### config.mk
export PLATFORM = sky130hd
export DESIGN_NAME = lsc_reservation
export DESIGN_NICKNAME = d
export VERILOG_FILES = /design/src/rtl/lsc_resv_pkg.sv /design/src/rtl/lsc_blk_cmp.sv /design/src/rtl/lsc_resv_track.sv /design/src/rtl/lsc_reservation.sv
export SDC_FILE = /design/constraint.sdc
export NUM_CORES = 1
export LEC_CHECK = 0
export ABC_AREA = 1
export BUFFER_PORTS_ARGS = -buffer_cell sky130_fd_sc_hd__buf_2
export CORE_MARGIN = 4
export CORE_UTILIZATION = 40
export DETAILED_ROUTE_END_ITERATION = 8
export PLACE_DENSITY = 0.63
export SYNTH_ARGS = -nofsm -noshare
export SYNTH_HDL_FRONTEND = slang
export SYNTH_SLANG_ARGS = --single-unit
### constraint.sdc
create_clock -name clk -period 1.2 [get_ports clk]
set_input_delay 0 -clock clk [delete_from_list [all_inputs] [get_ports clk]]
set_output_delay 0 -clock clk [all_outputs]
set_load 0.02 [all_outputs]
### src/rtl/lsc_resv_pkg.sv
package lsc_resv_pkg;
  localparam logic OP_LOAD_RSV  = 1'b0;
  localparam logic OP_STORE_CND = 1'b1;

  typedef struct packed {
    logic we;
    logic fvalid;
    logic fok;
  } resv_result_t;
endpackage

### src/rtl/lsc_blk_cmp.sv
module lsc_blk_cmp #(
  parameter int ADDR_W = 32,
  parameter int OFS_W  = 5,
  localparam int TAG_W = ADDR_W - OFS_W
) (
  input  logic [ADDR_W-1:0] addr,
  input  logic [TAG_W-1:0]  tag,
  output logic [TAG_W-1:0]  addr_tag,
  output logic              hit
);
  always_comb begin
    addr_tag = addr[ADDR_W-1:OFS_W];
    hit      = (addr_tag == tag);
  end
endmodule

### src/rtl/lsc_resv_track.sv
module lsc_resv_track #(
  parameter int TAG_W = 27
) (
  input  logic             clk,
  input  logic             rst_n,
  input  logic             set_en,
  input  logic [TAG_W-1:0] set_tag,
  input  logic             clr_en,
  output logic             resv_valid,
  output logic [TAG_W-1:0] resv_tag
);
  logic             valid_nxt;
  logic [TAG_W-1:0] tag_nxt;
  logic             tag_en;

  always_comb begin
    valid_nxt = resv_valid;
    tag_en    = 1'b0;
    tag_nxt   = set_tag;
    if (set_en) begin
      valid_nxt = 1'b1;
      tag_en    = 1'b1;
    end else if (clr_en) begin
      valid_nxt = 1'b0;
    end
  end

  always_ff @(posedge clk or negedge rst_n) begin
    if (!rst_n) resv_valid <= 1'b0;
    else        resv_valid <= valid_nxt;
  end

  always_ff @(posedge clk or negedge rst_n) begin
    if (!rst_n)      resv_tag <= '0;
    else if (tag_en) resv_tag <= tag_nxt;
  end
endmodule

### src/rtl/lsc_reservation.sv
module lsc_reservation
  import lsc_resv_pkg::*;
#(
  parameter int ADDR_W      = 32,
  parameter int BLOCK_BYTES = 32
) (
  input  logic              clk,
  input  logic              rst_n,
  input  logic              req_valid,
  input  logic              req_op,
  input  logic [ADDR_W-1:0] req_addr,
  input  logic              snoop_valid,
  input  logic [ADDR_W-1:0] snoop_addr,
  output logic              mem_we,
  output logic              flag_valid,
  output logic              flag_ok
);
  localparam int OFS_W = $clog2(BLOCK_BYTES);
  localparam int TAG_W = ADDR_W - OFS_W;

  logic             resv_valid;
  logic [TAG_W-1:0] resv_tag;
  logic [TAG_W-1:0] req_tag;
  logic [TAG_W-1:0] snp_tag;
  logic             req_hit;
  logic             snp_hit;
  logic             is_lr;
  logic             is_sc;
  logic             snoop_kill;
  logic             clr_en;
  resv_result_t     res_nxt;
  resv_result_t     res_q;

  lsc_blk_cmp #(.ADDR_W(ADDR_W), .OFS_W(OFS_W)) u_req_cmp (
    .addr(req_addr), .tag(resv_tag), .addr_tag(req_tag), .hit(req_hit)
  );

  lsc_blk_cmp #(.ADDR_W(ADDR_W), .OFS_W(OFS_W)) u_snp_cmp (
    .addr(snoop_addr), .tag(resv_tag), .addr_tag(snp_tag), .hit(snp_hit)
  );

  always_comb begin
    is_lr      = req_valid && (req_op == OP_LOAD_RSV);
    is_sc      = req_valid && (req_op == OP_STORE_CND);
    snoop_kill = snoop_valid && snp_hit;
    clr_en     = is_sc || snoop_kill;
    res_nxt.we     = is_sc && resv_valid && req_hit && !snoop_kill;
    res_nxt.fvalid = is_sc;
    res_nxt.fok    = res_nxt.we;
  end

  lsc_resv_track #(.TAG_W(TAG_W)) u_track (
    .clk(clk), .rst_n(rst_n),
    .set_en(is_lr), .set_tag(req_tag), .clr_en(clr_en),
    .resv_valid(resv_valid), .resv_tag(resv_tag)
  );

  always_ff @(posedge clk or negedge rst_n) begin
    if (!rst_n) res_q <= '0;
    else        res_q <= res_nxt;
  end

  assign mem_we     = res_q.we;
  assign flag_valid = res_q.fvalid;
  assign flag_ok    = res_q.fok;
endmodule

# --- Word level (Yosys, flattened, before mapping) ---
# Cells that the tools add are included.
totals:
  reg_bits: 30
  elab_cells: 19
  input_bits: 69
  output_inout_bits: 3
op_classes:
  n_reduce_logical: 9
  eq_ne: 2
  bitwise: 1
  muxes: 3
op_table:
  columns: ["cell", "n"]
  rows:
  - ["27-bit equality test", 2]
  - ["1-bit logical AND", 6]
  - ["1-bit two-way mux", 3]
  - ["2-bit nonzero test", 1]
  - ["1-bit logical NOT", 1]
  - ["1-bit logical OR", 1]
  - ["1-bit NOT", 1]

# --- Longest topological paths before layout ---
depth:
  depth_word: 5
  mapped_depth: 9
  depth_no_buf: 9

# --- Modules after synthesis ---
# From an unflattened synthesis, not the netlist that was laid out.
unflattened:
  hier_cells: 424
  area_unflattened_um2: 2587.5
by_module_without_submodules:
  columns: ["mod", "cells_per_inst", "instances", "seq_area_each_um2", "area_each_um2"]
  rows:
  - ["lsc_blk_cmp", 147, 2, 0.0, 701.9]
  - ["lsc_resv_track", 118, 1, 700.7, 1087.3]
  - ["lsc_reservation", 12, 1, 50.0, 96.3]

# --- Least setup slack after synthesis ---
# Ideal clock, no wire load.
synth_path:
  path_kind: "flip-flop to flip-flop"
  from: "register u_track.resv_tag[16]"
  to: "register u_track.resv_valid"
  arrival_time_ns: 0.950
  n_path_buf: 0
  path_stages_with_launch: 9
  setup_time_ns: 0.121
  t_required_ns: 1.079
  period_less_slack_ns: 1.070
  setup_slack_ns: 0.130
  path_cell_list: "dfrtp_1 -> nor2_1 -> nor2_1 -> nor2_1 -> nand2_1 -> nor2_1 -> nand2_1 -> o21ai_2 -> nand2_1"
synth_via:
  elab_chain_cells: 4
synth_rtl:
  columns: ["item", "line_no", "rtl"]
  rows:
  - ["start: declaration", "lsc_resv_track.sv:10", "output logic [TAG_W-1:0] resv_tag"]
  - ["start signal: assignment", "lsc_resv_track.sv:35", "else if (tag_en) resv_tag <= tag_nxt;"]
  - ["27-bit equality test", "lsc_blk_cmp.sv:13", "hit = (addr_tag == tag);"]
  - ["1-bit logical AND", "lsc_reservation.sv:45", "snoop_kill = snoop_valid && snp_hit;"]
  - ["1-bit logical OR", "lsc_reservation.sv:46", "clr_en = is_sc || snoop_kill;"]
  - ["2-bit nonzero test (no line)", null, null]
  - ["end signal: assignment", "lsc_resv_track.sv:30", "else resv_valid <= valid_nxt;"]
  - ["end: declaration", "lsc_resv_track.sv:9", "output logic resv_valid,"]
# No other way between the ends.
# A chain may end at the register's enable or synchronous reset.

# --- Worst setup path in the final report ---
layout_path:
  from: "register u_track.resv_tag[18]"
  to: "register u_track.resv_valid"
# Same word-level chain as after synthesis.

==> results.py <==
metrics = {
    "status": {
        "status": "finished, violations left",
        "violations": "negative setup slack",
    },
    "die": {
        "die_y_um": 79.4,
        "core_sq_um": 4820,
        "pin_count": 72,
        "die_w_um": 79.4,
        "start_util": 0.423,
        "rows": 25,
        "die_area_sq_um": 6300,
    },
    "grt": {
        "grt_pass1_vias": 1971,
        "grt_max_degree": 21,
        "grt_pass1_wl_um": 8710,
        "grt_antenna_before_repair": 0,
        "grt_overflow": 0,
        "track_usage": 0.181,
    },
    "yosys": {
        "synthCells": 327,
        "syn_avg_cell_area_sq_um": 6.23,
        "synth.distinct_cells": 19,
        "synth-seq-cells": 30,
        "yosysWarnings": 0,
        "syn-num-nets": 396,
        "yosysSeqAreaShare": 0.368,
        "syn-cell-area_sq_um": 2040,
    },
    "placed_design": {
        "placed_area_sq_um": 2450,
        "port_buffers": 61,
        "routabilityCongestion": 0.794,
        "dpl.hpwl_um": 4060,
    },
    "sta": {
        "relSlewSlack": 0.745,
        "rsz0062_at_grt": "yes",
        "hold_violations": 0,
        "fin_worst_skew_ps": 2.86,
        "setup_slack_ps": -28.2,
        "fin_crit_sh": 1.02,
        "period_needed_ps": 1230,
        "setup_violations": 2,
        "tightest_slew_ps": 382,
        "max_freq_ghz": 0.814,
        "finalMaxSlewViolations": 0,
        "tns_ps": -54.6,
    },
    "drt": {
        "routed_wl_um": 5380,
        "ant_nets": 0,
        "dr.pass1.iters": 5,
        "vias_per_cell": 4.36,
        "post_drt_wl_per_cell_um": 11.0,
        "route.detailed.drc": 0,
        "dr_total_vias": 2121,
        "drt_iter0_drc": 94,
    },
    "worst_setup_path": {
        "critical_path.slowest_cell": "dfrtp_1",
        "worst-setup-path-type": "register to register",
        "critPathBufInv": 0,
        "worstPathArrival_ps": 1400,
        "r2r-end": "u_track.resv_valid$_DFFE_PN0P_",
        "startpoint_type": "register",
        "path_delay_family": "simple AND/OR/NAND/NOR gates",
        "worst_path_most_repeated_cell": "nor2_1",
        "timing.critical_path.from": "u_track.resv_tag[18]$_DFFE_PN0P_",
        "ff2ff_path_depth": 8,
        "cp.required_ps": 1370,
        "cp_cell_sequence": "nor2_1, nor2_1, nor2_1, nand2_1, nor2_1, nand2_1, o21ai_2, nand2_1",
        "cp_num_cells": 8,
        "endpoint_kind": "register",
        "cpPeakStageDelay_ps": 430,
        "crit_fanout": 5,
        "r2r_setup_slack_ps": -30,
        "crit_path_end": "u_track.resv_valid$_DFFE_PN0P_",
        "r2r-start": "u_track.resv_tag[18]$_DFFE_PN0P_",
    },
    "cts": {
        "clk_pin_slew_worst_paths_ps": 70,
        "cts_tree": "yes",
        "cts_root_buf": "clkbuf_8",
        "numCtsBuffers": 5,
        "htreeDepth": 2,
        "cts.sink_count": 30,
        "insertion_delay_ps": 290,
        "clock_path_buffers": 2,
    },
    "pwr": {
        "p_per_area_nw_per_um2": 1090,
        "p_leak_nw": 1.67,
        "ir_drop_v": 0.000721,
    },
    "run": {
        "max_cap_viol_count": 0,
    },
    "min_path": {
        "min_path_type": "primary input to register",
    },
    "final_layout": {
        "final_area_sq_um": 2890,
        "drive_gt1_frac": 0.260,
        "diodes": 0,
        "syn_to_final_growth_pct": 41.9,
        "nets": 488,
    },
}
flip-flops by register name, summed over array words and instances, names as in the netlist:
| name | count |
|---|---|
| mem_we | 1 |
| u_track.resv_tag | 27 |
| flag_valid | 1 |
| u_track.resv_valid | 1 |
synth_stat cells:
library cell | count | share of area
a21oi_1 | 12 | 0.029
buf_2 | 2 | 0.0049
buf_4 | 1 | 0.0037
clkbuf_1 | 3 | 0.0055
dfrtp_1 | 30 | 0.37
inv_1 | 65 | 0.12
inv_2 | 3 | 0.0055
mux2_2 | 4 | 0.022
nand2_1 | 116 | 0.21
nand2_2 | 1 | 0.0031
nand3_1 | 3 | 0.0074
nand4_1 | 1 | 0.0031
nor2_1 | 47 | 0.087
nor2_2 | 1 | 0.0031
o21ai_0 | 18 | 0.044
o21ai_2 | 1 | 0.0043
o22ai_1 | 5 | 0.015
xnor2_1 | 12 | 0.052
xor2_1 | 2 | 0.0086
worst register-to-register path: stages (launching register included):
cell     delay (ps)
dfrtp_1         430
nor2_1          130
nor2_1           60
nor2_1           80
nand2_1          50
nor2_1           90
nand2_1          80
o21ai_2         140
nand2_1          50
layout by cell type (no fill, tap or decap), types with 2 or more instances in the layout:
| cell type | instances |
|---|---|
| nand2_1 | 111 |
| buf_2 | 61 |
| inv_1 | 60 |
| nor2_1 | 41 |
| dfrtp_1 | 29 |
| dlygate4sd3_1 | 23 |
| o21ai_0 | 18 |
| a21oi_1 | 12 |
| inv_2 | 8 |
| xnor2_1 | 7 |
| nor2_2 | 6 |
| nand2_2 | 5 |
| xnor2_2 | 5 |
| o22ai_1 | 5 |
| clkbuf_8 | 5 |
| mux2_2 | 4 |
| buf_4 | 4 |
| xor2_1 | 2 |
| nand3_1 | 2 |
| clkinv_2 | 2 |
| buf_6 | 2 |
through the flow:
step                setup WS [ps]  hold WS, ps  utilization  std cells  power [W]
floorplan                     130         -296            -        327    0.00172
global placement            -54.8        -61.2        0.508        454    0.00200
detailed placement          -65.8        -53.0        0.508        454    0.00201
CTS                         -8.65        0.624        0.581        485    0.00311
global route                 -131         14.2        0.600        487    0.00337
finish                      -28.2         6.68        0.600        487    0.00315
how the worst min path moves through the flow:
stage | slack [ps] | to | cells after the start | start
after global routing | 10 | u_track.resv_tag[7]$_DFFE_PN0P_ | 3 | req_addr[12]
after CTS | 0.6 | u_track.resv_tag[3]$_DFFE_PN0P_ | 3 | req_addr[8]
after global placement | -60 | u_track.resv_tag[8]$_DFFE_PN0P_ | 1 | rst_n
after floorplan | -300 | flag_valid$_DFF_PN0_ | 0 | rst_n
after detailed placement | -50 | u_track.resv_tag[8]$_DFFE_PN0P_ | 1 | rst_n
final | 7 | u_track.resv_tag[1]$_DFFE_PN0P_ | 3 | req_addr[6]
repair_timing:
item                       in CTS  in global routing
hold endpoints to repair       51                  0
setup endpoints to repair       2                 20
resized for setup               3                 24
pin swaps                       2                 25
buffers inserted                0                  2
hold buffers                   23                  0
layout make-up:
type / instances / area (sq um)
Clock buffer: 5 / 68.8
Clock inverter: 3 / 40.0
Fill cell: 494 / 1930
Inverter: 68 / 255
Multi-Input combinational cell: 223 / 1080
Sequential cell: 30 / 752
Tap cell: 67 / 83.8
Timing Repair Buffer: 91 / 608
where the power goes:
part / total (W) / switching [W] / internal, W
clock network: 0.00102 / 0.000408 / 0.000611
logic: 0.000866 / 0.000443 / 0.000423
registers: 0.00126 / 0.000129 / 0.00113
total: 0.00315 / 0.000980 / 0.00217
layer usage:
layer / global-route usage / up-vias / wire [um]
li1: - / 1148 / -
met1: 0.230 / 911 / 2550
met2: 0.303 / 58 / 2490
met3: 0.0451 / 4 / 296
met4: 0.0515 / 0 / 40
met5: 0 / - / 0
cell families after synthesis:
logic type             after synthesis  synth area share
multiplexers                         4            0.0221
AO/OA/AOI/OAI                       36            0.0933
XOR/XNOR                            14            0.0602
AND/OR/NAND/NOR                    169             0.317
buffers and inverters               74             0.139
flip-flops                          30             0.368
(Power assumes the default switching activity.)
